File: config.mk
export PLATFORM = sky130hd
export DESIGN_NAME = sflash_status_ctrl
export DESIGN_NICKNAME = d
export VERILOG_FILES = /design/src/rtl/sfsc_pkg.sv /design/src/rtl/sfsc_decode.sv /design/src/rtl/sfsc_busy_timer.sv /design/src/rtl/sfsc_status_reg.sv /design/src/rtl/sflash_status_ctrl.sv
export SDC_FILE = /design/constraint.sdc
export NUM_CORES = 1
export LEC_CHECK = 0
export BUFFER_PORTS_ARGS = -buffer_cell sky130_fd_sc_hd__buf_2
export CAP_MARGIN = 20
export CORE_ASPECT_RATIO = 1.25
export CORE_MARGIN = 2
export CORE_UTILIZATION = 49
export DETAILED_ROUTE_END_ITERATION = 12
export GPL_TIMING_DRIVEN = 0
export HOLD_SLACK_MARGIN = 0.1
export PLACE_DENSITY_LB_ADDON = 0.15
export SYNTH_ARGS = -nofsm -noshare
export SYNTH_HDL_FRONTEND = slang
export SYNTH_SLANG_ARGS = --single-unit
File: constraint.sdc
create_clock -name clk -period 5.6 [get_ports clk]
set_input_delay 1.12 -clock clk [delete_from_list [all_inputs] [get_ports clk]]
set_output_delay 1.12 -clock clk [all_outputs]
set_load 0.02 [all_outputs]
File: src/rtl/sfsc_pkg.sv
package sfsc_pkg;

   typedef enum logic [3:0] {
      OPK_NONE, OPK_WREN, OPK_WRDI, OPK_RDSR, OPK_WRSR,
      OPK_PROG, OPK_SECT, OPK_BLK,  OPK_CHIP
   } op_kind_e;

   localparam logic [7:0] OPC_WREN   = 8'h06;
   localparam logic [7:0] OPC_WRDI   = 8'h04;
   localparam logic [7:0] OPC_RDSR   = 8'h05;
   localparam logic [7:0] OPC_WRSR   = 8'h01;
   localparam logic [7:0] OPC_PROG   = 8'h02;
   localparam logic [7:0] OPC_SECT   = 8'h20;
   localparam logic [7:0] OPC_SECT_B = 8'hD7;
   localparam logic [7:0] OPC_BLK    = 8'hD8;
   localparam logic [7:0] OPC_CHIP   = 8'hC7;
   localparam logic [7:0] OPC_CHIP_B = 8'h60;

   // bits of the status byte that a status write may change
   localparam logic [7:0] SR_WMASK   = 8'b1001_1100;

endpackage

File: src/rtl/sfsc_decode.sv
module sfsc_decode
   import sfsc_pkg::*;
#(
   parameter int CNT_W    = 12,
   parameter bit ALIAS_EN = 1'b1
) (
   input  logic             cmd_done,
   input  logic [7:0]       cmd_opcode,
   input  logic [CNT_W-1:0] cmd_clk_count,
   input  logic             wp_n,
   input  logic             wel,
   input  logic             wip,
   input  logic             srwd,
   input  logic [2:0]       bp,
   output op_kind_e         kind,
   output logic             set_wel,
   output logic             clr_wel,
   output logic             launch,
   output logic             wrsr_load
);

   localparam logic [CNT_W-1:0] BYTE_LSB_MASK = CNT_W'(7);

   logic is_write, byte_ok, sr_ok, chip_ok, live;

   generate
      if (ALIAS_EN) begin : g_alias
         always_comb begin
            unique case (cmd_opcode)
               OPC_WREN:              kind = OPK_WREN;
               OPC_WRDI:              kind = OPK_WRDI;
               OPC_RDSR:              kind = OPK_RDSR;
               OPC_WRSR:              kind = OPK_WRSR;
               OPC_PROG:              kind = OPK_PROG;
               OPC_SECT, OPC_SECT_B:  kind = OPK_SECT;
               OPC_BLK:               kind = OPK_BLK;
               OPC_CHIP, OPC_CHIP_B:  kind = OPK_CHIP;
               default:               kind = OPK_NONE;
            endcase
         end
      end else begin : g_primary
         always_comb begin
            unique case (cmd_opcode)
               OPC_WREN: kind = OPK_WREN;
               OPC_WRDI: kind = OPK_WRDI;
               OPC_RDSR: kind = OPK_RDSR;
               OPC_WRSR: kind = OPK_WRSR;
               OPC_PROG: kind = OPK_PROG;
               OPC_SECT: kind = OPK_SECT;
               OPC_BLK:  kind = OPK_BLK;
               OPC_CHIP: kind = OPK_CHIP;
               default:  kind = OPK_NONE;
            endcase
         end
      end
   endgenerate

   always_comb begin
      live      = cmd_done && !wip;
      is_write  = (kind == OPK_WRSR) || (kind == OPK_PROG) || (kind == OPK_SECT) ||
                  (kind == OPK_BLK)  || (kind == OPK_CHIP);
      byte_ok   = (cmd_clk_count & BYTE_LSB_MASK) == '0;
      sr_ok     = !(srwd && !wp_n);
      chip_ok   = (bp == 3'b000);
      set_wel   = live && (kind == OPK_WREN);
      clr_wel   = live && (kind == OPK_WRDI);
      launch    = live && is_write && wel && byte_ok &&
                  ((kind != OPK_WRSR) || sr_ok) &&
                  ((kind != OPK_CHIP) || chip_ok);
      wrsr_load = launch && (kind == OPK_WRSR);
   end

endmodule

File: src/rtl/sfsc_busy_timer.sv
module sfsc_busy_timer
   import sfsc_pkg::*;
#(
   parameter int T_WRSR = 6,
   parameter int T_PROG = 12,
   parameter int T_SECT = 16,
   parameter int T_BLK  = 20,
   parameter int T_CHIP = 24
) (
   input  logic     clk,
   input  logic     rst_n,
   input  logic     launch,
   input  op_kind_e kind,
   output logic     wip,
   output logic     done
);

   localparam int T_MAX_A = (T_WRSR > T_PROG) ? T_WRSR : T_PROG;
   localparam int T_MAX_B = (T_SECT > T_BLK) ? T_SECT : T_BLK;
   localparam int T_MAX_C = (T_MAX_A > T_MAX_B) ? T_MAX_A : T_MAX_B;
   localparam int T_MAX   = (T_MAX_C > T_CHIP) ? T_MAX_C : T_CHIP;
   localparam int BUSY_W  = $clog2(T_MAX + 1);

   logic [BUSY_W-1:0] cnt_q, load_val;

   always_comb begin
      unique case (kind)
         OPK_WRSR: load_val = BUSY_W'(T_WRSR);
         OPK_PROG: load_val = BUSY_W'(T_PROG);
         OPK_SECT: load_val = BUSY_W'(T_SECT);
         OPK_BLK:  load_val = BUSY_W'(T_BLK);
         OPK_CHIP: load_val = BUSY_W'(T_CHIP);
         default:  load_val = BUSY_W'(1);
      endcase
   end

   assign done = wip && (cnt_q == BUSY_W'(1));

   always_ff @(posedge clk or negedge rst_n) begin
      if (!rst_n) begin
         wip   <= 1'b0;
         cnt_q <= '0;
      end else if (launch) begin
         wip   <= 1'b1;
         cnt_q <= load_val;
      end else if (done) begin
         wip   <= 1'b0;
         cnt_q <= '0;
      end else if (wip) begin
         cnt_q <= cnt_q - BUSY_W'(1);
      end
   end

endmodule

File: src/rtl/sfsc_status_reg.sv
module sfsc_status_reg
   import sfsc_pkg::*;
(
   input  logic       clk,
   input  logic       rst_n,
   input  logic       set_wel,
   input  logic       clr_wel,
   input  logic       done,
   input  logic       wrsr_load,
   input  logic [7:0] wdata,
   output logic       wel,
   output logic [7:0] prot_bits
);

   logic [7:0] sr_q;

   always_ff @(posedge clk or negedge rst_n) begin
      if (!rst_n) begin
         wel  <= 1'b0;
         sr_q <= '0;
      end else begin
         if (done)         wel <= 1'b0;
         else if (set_wel) wel <= 1'b1;
         else if (clr_wel) wel <= 1'b0;
         if (wrsr_load)
            sr_q <= (sr_q & ~SR_WMASK) | (wdata & SR_WMASK);
      end
   end

   assign prot_bits = sr_q & SR_WMASK;

endmodule

File: src/rtl/sflash_status_ctrl.sv
module sflash_status_ctrl
   import sfsc_pkg::*;
#(
   parameter int CNT_W    = 12,
   parameter bit ALIAS_EN = 1'b1,
   parameter int T_WRSR   = 6,
   parameter int T_PROG   = 12,
   parameter int T_SECT   = 16,
   parameter int T_BLK    = 20,
   parameter int T_CHIP   = 24
) (
   input  logic             clk,
   input  logic             rst_n,
   input  logic             cmd_done,
   input  logic [7:0]       cmd_opcode,
   input  logic [CNT_W-1:0] cmd_clk_count,
   input  logic [7:0]       cmd_wdata,
   input  logic             wp_n,
   output logic [7:0]       status_byte,
   output logic             busy,
   output logic             launch
);

   generate
      if (CNT_W < 4) begin : g_bad_cnt
         $error("CNT_W must be at least 4");
      end
      if (T_WRSR < 1 || T_PROG < 1 || T_SECT < 1 || T_BLK < 1 || T_CHIP < 1) begin : g_bad_t
         $error("every busy time must be at least one cycle");
      end
   endgenerate

   op_kind_e   kind;
   logic       set_wel, clr_wel, wrsr_load, done, wel, wip;
   logic [7:0] prot_bits;

   sfsc_decode #(.CNT_W(CNT_W), .ALIAS_EN(ALIAS_EN)) u_dec (
      .cmd_done      (cmd_done),
      .cmd_opcode    (cmd_opcode),
      .cmd_clk_count (cmd_clk_count),
      .wp_n          (wp_n),
      .wel           (wel),
      .wip           (wip),
      .srwd          (prot_bits[7]),
      .bp            (prot_bits[4:2]),
      .kind          (kind),
      .set_wel       (set_wel),
      .clr_wel       (clr_wel),
      .launch        (launch),
      .wrsr_load     (wrsr_load)
   );

   sfsc_busy_timer #(
      .T_WRSR(T_WRSR), .T_PROG(T_PROG), .T_SECT(T_SECT),
      .T_BLK(T_BLK), .T_CHIP(T_CHIP)
   ) u_tmr (
      .clk    (clk),
      .rst_n  (rst_n),
      .launch (launch),
      .kind   (kind),
      .wip    (wip),
      .done   (done)
   );

   sfsc_status_reg u_sr (
      .clk       (clk),
      .rst_n     (rst_n),
      .set_wel   (set_wel),
      .clr_wel   (clr_wel),
      .done      (done),
      .wrsr_load (wrsr_load),
      .wdata     (cmd_wdata),
      .wel       (wel),
      .prot_bits (prot_bits)
   );

   assign busy        = wip;
   assign status_byte = prot_bits | {6'b0, wel, wip};

endmodule

# Word level (Yosys, flattened, before mapping)
# Index checks and enable logic that the tools add are counted.
[word_totals]
register_bits = 15
in_bits = 32
output_inout_bits = 10
elab_cells = 64
[classes]
add_sub_neg = 1
n_eq_ne = 20
mux = 10
bitwise_logic = 2
n_reduce_logical = 27
[op_table]
columns = ["op", "n"]
rows = [
  ["$pmux 4 s8", 1],
  ["$pmux 5 s5", 1],
  ["$eq 8x3->1 const B", 3],
  ["$eq 8x8->1 const B", 3],
  ["$eq 4x3->1 const B", 4],
  ["$mux 5", 3],
  ["$logic_not 12->1", 1],
  ["$logic_and 1x1->1", 11],
  ["$eq 8x1->1 const B", 1],
  ["$eq 8x2->1 const B", 1],
  ["$eq 8x6->1 const B", 1],
  ["$eq 8x7->1 const B", 1],
  ["$or 7x8->8", 1],
  ["$or 8x2->8", 1],
  ["$logic_or 1x1->1", 6],
  ["$reduce_bool 3->1", 2],
  ["$eq 5x1->1 const B", 1],
  ["$mux 1", 5],
  ["$sub 5x1->5 const B", 1],
  ["$eq 4x1->1 const B", 1],
  ["$eq 4x2->1 const B", 1],
  ["$eq 4x4->1 const B", 1],
  ["$ne 4x3->1 const B", 1],
  ["$ne 4x4->1 const B", 1],
  ["4 further kinds", 7],
]

# Logic depth before layout (Yosys ltp)
# Gate-level depths: netlist of run 1.
[depth]
depth_word = 14
depth_mapped = 7
ltp_nobuf = 7

# By module
# From an unflattened synthesis of run 1, not the netlist that was laid out.
[hier_totals]
cells_unflattened = 99
hier_area_um2 = 913.4
[by_module_without_submodules]
columns = ["mod", "instances", "cells_per_inst", "area_per_inst_um2", "seq_area_each_um2"]
rows = [
  ["sfsc_busy_timer", 1, 45, 427.9, 150.1],
  ["sfsc_decode", 1, 35, 254.0, 0.0],
  ["sfsc_status_reg", 1, 17, 219.0, 125.1],
  ["sflash_status_ctrl", 1, 2, 12.5, 0.0],
]

# Worst setup path before layout of run 1
# OpenSTA, ideal clock, no wires.
[synth_timing]
kind = "input-to-output"
from = "input cmd_opcode[2]"
to = "output launch"
t_arrival_ns = 2.222
required_time_ns = 4.480
path_slack_ns = 2.258
path_stages = 6
path_buffers = 2
path_cell_list = "buf_6 nor4b_1 o2bb2ai_1 o311ai_2 and3_1 buf_6"
[synth_via]
elab_chain_cells = 13
word_cells_on_any_way = 31
cone_classes = "17 x eq/ne; 1 x mux; 13 x reduce/logical"
[synth_rtl]
columns = ["element", "line", "rtl"]
rows = [
  ["start, declared", "sflash_status_ctrl.sv:15", "input logic [7:0] cmd_opcode,"],
  ["$eq 8x8->1 (tied with other cells)", "sfsc_decode.sv:29", "unique case (cmd_opcode)"],
  ["$reduce_or 2->1", "sfsc_decode.sv:29", ""],
  ["$pmux 4 s8 (*)", "sfsc_decode.sv:29", ""],
  ["$eq 4x3->1", "sfsc_decode.sv:60", "is_write = (kind == OPK_WRSR) || (kind == OPK_PROG) || (kind == OPK_SECT) ||"],
  ["$logic_or 1x1->1 (3 in a row)", "sfsc_decode.sv:60", ""],
  ["$logic_or 1x1->1", "sfsc_decode.sv:61", "(kind == OPK_BLK) || (kind == OPK_CHIP);"],
  ["$logic_and 1x1->1 (4 in a row)", "sfsc_decode.sv:67", "launch = live && is_write && wel && byte_ok &&"],
  ["$logic_and 1x1->1 (*)", "sfsc_decode.sv:68", "((kind != OPK_WRSR) || sr_ok) &&"],
  ["end, declared", "sflash_status_ctrl.sv:21", "output logic launch"],
]
# Every way passes the cells marked *; elsewhere a longest branch is shown, timed or not.

# Final worst setup path of run 1
[layout_timing]
from = "input cmd_opcode[0]"
to = "output launch"
# The elaborated chain is that of the path after synthesis.

==> run_results.csv, run 1 <==
group,metric,value,unit
outcome,status,"completed",
power,powerDensity,160.0,nW/µm²
power,power.internal,0.0001247,W
clock_tree,cts_root_buffer,"clkbuf_4",
yosys,syn_inst,98,
global_routing,globalRouteTotalUtil,21.44,%
sta,slew_violations,0,
setup_path,cp_max_fo,8,
sta,fin_worst_skew,2.071,ps
sta,period_needed,3752,ps
die,num_io_pins,42,
die,dieArea,2180,µm²
detailed_routing,postRouteAntennaNets,0,
power,max-vdd-ir-drop,0.1659,mV
yosys,synth_seq_cells,11,
global_routing,antenna_found_initial,0,
setup_path,cp-start-kind,"input pin",
yosys,synthFlopType,"dfrtp_1",
detailed_routing,drt-total-wl,2038,µm
setup_path,end_kind,"output port",
clock_tree,clockBufferDepth,2,
min_path,worstHoldStart,"u_sr.sr_q[7]$_DFFE_PN0P_",
power,leakage,0.5149,nW
clock_tree,cts.clk_slew.worst_paths,70,ps
global_routing,grt_overflow,0,
setup_path,critPathKind,"in2out",
clock_tree,cts-resized-gates,0,
yosys,synth_cell_types,43,
sta,setup-tns-final,0,ps
placement,hpwl,1663,µm
clock_tree,numCtsBuffers,3,
die,fp-row-count,17,
min_path,min_path_type,"reg2reg",
detailed_routing,dr_total_vias,846,
clock_tree,postCtsHoldBufs,0,
setup_path,cp-startpoint,"cmd_opcode[0]",
die,initial_core_util,51.15,%
detailed_routing,detail_route.wl_per_cell,13.86,µm
setup_path,reg2reg_from,"u_tmr.cnt_q[1]$_DFFE_PN0P_",
yosys,netlist_area,892.1,µm²
setup_path,critPathArrivalTime,2630,ps
yosys,ys_async_sr_fraction,100.0,%
detailed_routing,via_per_inst,5.755,
power,p_switching,0.00004667,W
placement,port-buffer-count,25,
finish,syn_to_final_growth,20.06,%
clock_tree,clock_latency,270,ps
clock_tree,cts.sinks,11,
sta,max_freq,266.6,MHz
sta,whs,546.0,ps
global_routing,grt_max_degree,12,
power,pwr-share-seq,48.8,%
finish,nFillCells,163,
detailed_routing,drc,0,
clock_tree,htreeDepth,1,
sta,rsz0062_at_grt,"no",
finish,drive_gt1_share,36.72,%
global_routing,grt_pass1_vias,854,
min_path,min_path_cells,1,
finish,fin_nets,163,
setup_path,crit_required,4480,ps
power,pwr-share-comb,19.4,%
sta,tightest_slew,495.0,ps
sta,slew_headroom,66.82,%
detailed_routing,dr.pass1.iters,4,
detailed_routing,drt_iter0_drc,27,
yosys,ys_warn_count,0,
sta,hold_viol_final,0,
yosys,synth_seq_area_share,30.86,%
yosys,syn_area_per_cell,9.103,µm²
die,die_y,51.71,µm
global_routing,grt_pass1_wl,3567,µm
finish,diodes,0,
clock_tree,cts_tree,"yes",
clock_tree,postCtsSetupBuffers,0,
yosys,synth_edf_count,0,
power,clkPwrFrac,31.9,%
power,switching_share,27.23,%
die,die_x,42.17,µm
sta,fin_crit_sh,66.99,%
sta,setup_violations,0,
die,core-area,1744,µm²
placement,gp_congestion,0.8158,
setup_path,ff2ff_path_depth,7,
job,drv_cap,0,
## per-layer routing
metal,part of all wire [%],vias up,global-route usage (%)
li1,-,415,-
met1,41,393,23.63
met2,53,36,40.77
met3,5.8,2,3.472
met4,0.49,0,7.813
met5,0,-,0
## metrics by stage
step | worst slack, ps | utilization [%] | cell area [µm²] | power [W] | std cells
3_5_place_dp | 1862 | 59.90 | 1045 | 0.0001184 | 143
5_1_grt | 1657 | 61.41 | 1071 | 0.0001809 | 147
3_3_place_gp | 1874 | 59.90 | 1045 | 0.0001172 | 143
6_report | 1848 | 61.41 | 1071 | 0.0001714 | 147
4_1_cts | 1861 | 61.41 | 1071 | 0.0001726 | 147
2_1_floorplan | 2258 | - | 895.9 | 0.0001045 | 99
## layout make-up
class / instances / area, µm² / area share (%)
Clock buffer: 4 / 26.28 / 2.453
Multi-Input combinational cell: 76 / 541.8 / 50.58
Sequential cell: 11 / 275.3 / 25.70
Inverter: 5 / 18.77 / 1.752
Tap cell: 19 / 23.77 / 2.220
Buffer: 7 / 60.06 / 5.607
Timing Repair Buffer: 25 / 125.1 / 11.68
## state kept, by name, summed over array words and instances (netlist names)
name	flops
u_sr.sr_q	4
u_tmr.cnt_q	5
u_tmr.wip	1
u_sr.wel	1
## critical path: stages
cell,delay [ps]
buf_2,140
nor4b_1,470
o2bb2ai_1,210
o311ai_2,190
and3_1,230
buf_6,130
buf_2,150
## power by group through the flow
stage | registers, W | logic [W] | clock network (W)
after CTS | 0.0000835 | 0.0000334 | 0.0000557
after global placement | 0.0000850 | 0.0000322 | 0
after detailed placement | 0.0000852 | 0.0000332 | 0
final | 0.0000835 | 0.0000332 | 0.0000546
after global routing | 0.0000839 | 0.0000375 | 0.0000595
after floorplan | 0.0000846 | 0.0000199 | 0
## placed cells by master, fill, tap and decap left out, drive strengths merged, types with 2 or more instances in the layout
master / instances
or3b: 2
conb: 2
buf: 32
a21oi: 3
o2111ai: 2
clkbuf: 4
inv: 5
xnor2: 2
nor4b: 2
o211ai: 2
mux2: 6
nor3: 4
nand4b: 2
nor3b: 2
o311ai: 2
and3: 3
nand3: 2
nand2b: 3
dfrtp: 11
ha: 2
nand2: 9
nor2: 7
nand4: 3
o21ai: 3
## kinds of logic (layout without fill, tap and decap cells)
family	after synthesis	count (layout)	share of synthesized area, %
compound gates	18	18	16.13
fa+ha+maj	2	2	2.805
other cells	1	2	0.4204
simple gates	45	45	29.88
buf+inv	12	41	8.836
mux	7	7	9.116
flops	11	11	30.86
xor+xnor	2	2	1.964
## cell usage after synthesis (2+ instances only)
library cell	n	area share [%]
nand3_1	2	1.1
buf_6	2	2.5
nand4b_1	2	2.0
buf_4	5	4.2
mux2_2	5	6.3
ha_1	2	2.8
o21ai_0	2	1.1
xnor2_1	2	2.0
a21oi_1	3	1.7
and3_1	3	2.1
nor3b_1	2	1.7
nor4b_1	2	2.0
nand2b_1	3	2.1
nor3_1	3	1.7
dfrtp_1	11	31
o211ai_1	2	1.7
nor2_1	7	2.9
nand4_1	3	2.1
inv_1	5	2.1
nand2_1	9	3.8
## path summary, 6_finish.rpt
| path | to | slack, ps |
|---|---|---|
| hold reg to reg | u_sr.sr_q[7]$_DFFE_PN0P_ | 550 |
| max in group asynchronous | u_sr.sr_q[7]$_DFFE_PN0P_ | 4690 |
| setup reg to reg | u_tmr.cnt_q[4]$_DFFE_PN0P_ | 3560 |
| hold / removal | u_sr.sr_q[7]$_DFFE_PN0P_ | 550 |
| setup / recovery | launch | 1850 |
| min in group asynchronous | u_sr.wel$_DFFE_PN0P_ | 710 |
Power figures use the tool's default switching activity.
==> inputs of run 2 (changes only) <==
ABC_AREA = 1   (was default)
CORE_UTILIZATION = 48   (was 49)
clock period = 3.8 ns   (was 5.6 ns; I/O delays follow)
==> run_results.csv, run 2 <==
group,metric,value,unit
sta,rsz0062_at_grt,"no",
setup_path,cp-startpoint,"cmd_opcode[5]",
finish,regArea,275.3,µm²
setup_path,critPathArrivalTime,1940,ps
global_routing,globalRouteTotalUtil,17.70,%
power,leakage,0.6968,nW
detailed_routing,postRouteAntennaNets,0,
finish,multi_input_area,628.1,µm²
setup_path,end_kind,"output port",
global_routing,grt_overflow,0,
sta,fin_worst_skew,1.155,ps
yosys,synth_cell_types,29,
placement,port-buffer-count,26,
setup_path,critPathKind,"in2out",
clock_tree,numCtsBuffers,3,
detailed_routing,detail_route.wl_per_cell,10.02,µm
yosys,yosysTopAreaCellShare,26.35,%
clock_tree,cts-resized-gates,0,
clock_tree,cts.clk_slew.worst_paths,70,ps
yosys,synth_seq_area_share,26.35,%
power,total_power,0.0005067,W
finish,most-common-layout-cells,"29 x nand2_1, 26 x buf_2, 18 x inv_1",
finish,final_common_cell,"nand2_1",
detailed_routing,drc,0,
outcome,status,"completed",
yosys,syn_inst,149,
sta,fin_crit_sh,71.05,%
yosys,synth.top_cells.by_count,"29 x nand2_1, 18 x inv_1, 15 x nor2_1",
setup_path,reg2reg_from,"u_tmr.wip$_DFFE_PN0P_",
clock_tree,postCtsSetupBuffers,0,
detailed_routing,via_per_inst,4.920,
setup_path,crit_required,3040,ps
detailed_routing,dr.pass1.iters,4,
yosys,synth_area_leaders,"dfrtp_1 26%, nand2_1 10%, nand2_2 6.6%",
yosys,yosysMostFrequentCell,"nand2_1",
sta,setup_violations,0,
global_routing,grt_max_degree,12,
job,drv_cap,0,
die,num_io_pins,42,
finish,reg_top3,"u_tmr.cnt_q (5), u_sr.sr_q (4)",
sta,setup-tns-final,0,ps
sta,period_needed,2700,ps
setup_path,cp-start-kind,"input pin",
setup_path,cp_max_fo,4,
yosys,ys_async_sr_fraction,100.0,%
finish,design_area,1230,µm²
detailed_routing,drt_iter0_drc,22,
finish,top_register,"u_tmr.cnt_q",
clock_tree,clockBufferDepth,2,
yosys,synth_edf_count,0,
yosys,netlist_area,1045,µm²
clock_tree,postCtsHoldBufs,0,
finish,fin_nets,215,
placement,placed_cell_area,1204,µm²
min_path,min_path_type,"in2async",
yosys,synth_seq_cells,11,
yosys,yosysTopAreaCell,"dfrtp_1",
global_routing,antenna_found_initial,0,
die,die_x,45.73,µm
clock_tree,htreeDepth,1,
clock_tree,cts.sinks,11,
clock_tree,cts_tree,"yes",
placement,gp_congestion,0.8336,
power,powerDensity,412.0,nW/µm²
die,fp-row-count,18,
detailed_routing,drt-total-wl,2004,µm
yosys,synthFlopType,"dfrtp_1",
finish,utilization,60.68,%
die,initial_core_util,51.54,%
sta,setup_slack,1100,ps
power,max-vdd-ir-drop,0.2463,mV
finish,drive_gt1_share,39.44,%
sta,max_freq,370.4,MHz
sta,slew_violations,0,
placement,dpl_worst_slack,1093,ps
global_routing,grt_pass1_vias,916,
die,dieArea,2568,µm²
finish,diodes,0,
sta,hold_viol_final,0,
global_routing,grt_pass1_wl,3470,µm
die,core-area,2027,µm²
die,die_y,56.16,µm
finish,syn_to_final_growth,17.72,%
clock_tree,cts_root_buffer,"clkbuf_4",
finish,nFillCells,192,
placement,hpwl,1716,µm
clock_tree,clock_latency,260,ps
finish,largest_reg_flops,5,
yosys,ys_warn_count,0,
yosys,syn_area_per_cell,7.012,µm²
detailed_routing,dr_total_vias,984,
## run 2: critical path, stage by stage
cell and delay, ps:
buf_2 110, inv_2 70, nand2_4 70, nor2_4 160, inv_1 70, nor2_1 110
nand2_1 70, nand4_1 90, nor2_1 60, nand2_1 50, nand3_1 60, nor2_1 80
buf_2 170
## run 2: metal layers
layer	routed length, µm	global-route usage [%]	vias up
met5	0	0	-
met4	27	9.796	0
met3	46	1.299	2
met2	1053	30.38	14
met1	877	20.48	445
li1	-	-	523
## run 2: final cells by class
type,instances,area share [%]
Buffer,5,3.052
Clock buffer,4,2.136
Inverter,28,8.749
Multi-Input combinational cell,106,51.07
Sequential cell,11,22.38
Tap cell,20,2.035
Timing Repair Buffer,26,10.58
## run 2: path summary, 6_finish.rpt
| check | slack, ps | cells after the start | endpoint |
|---|---|---|---|
| worst max register to register | 2230 | 7 | u_sr.sr_q[3]$_DFFE_PN0P_ |
| min in group clk | 530 | 2 | u_tmr.cnt_q[1]$_DFFE_PN0P_ |
| worst min register to register | 530 | 2 | u_tmr.cnt_q[1]$_DFFE_PN0P_ |
| worst min-delay path | 350 | 1 | u_tmr.cnt_q[0]$_DFFE_PN0P_ |
| worst max-delay path | 1100 | 13 | launch |
| max in group asynchronous | 3240 | 1 | u_sr.sr_q[2]$_DFFE_PN0P_ |
## run 2: report_power, final
| group | internal (W) | total [W] | switching (W) |
|---|---|---|---|
| registers | 0.000153 | 0.000186 | 0.0000332 |
| logic | 0.000101 | 0.000242 | 0.000141 |
| clock network | 0.0000406 | 0.0000789 | 0.0000384 |
## run 2: cells by family (layout without fill, tap and decap cells)
| kind of cell | after synthesis | in the layout | share of synthesized area (%) |
|---|---|---|---|
| other | 1 | 2 | 0.3589 |
| AOI/OAI and AO/OA | 11 | 11 | 7.306 |
| buffers and inverters | 33 | 63 | 13.89 |
| adders and majority gates | 2 | 2 | 2.395 |
| and+or+nand+nor | 89 | 89 | 48.02 |
| xor gates and xnor gates | 2 | 2 | 1.677 |
| DFF | 11 | 11 | 26.35 |
## run 2: per-stage QoR
stage | hold slack (ps) | instances
finish | 352.2 | 200
global route | 365.7 | 200
CTS | 358.0 | 200
detailed placement | 506.1 | 196
global placement | 499.7 | 196
floorplan | 464.4 | 150
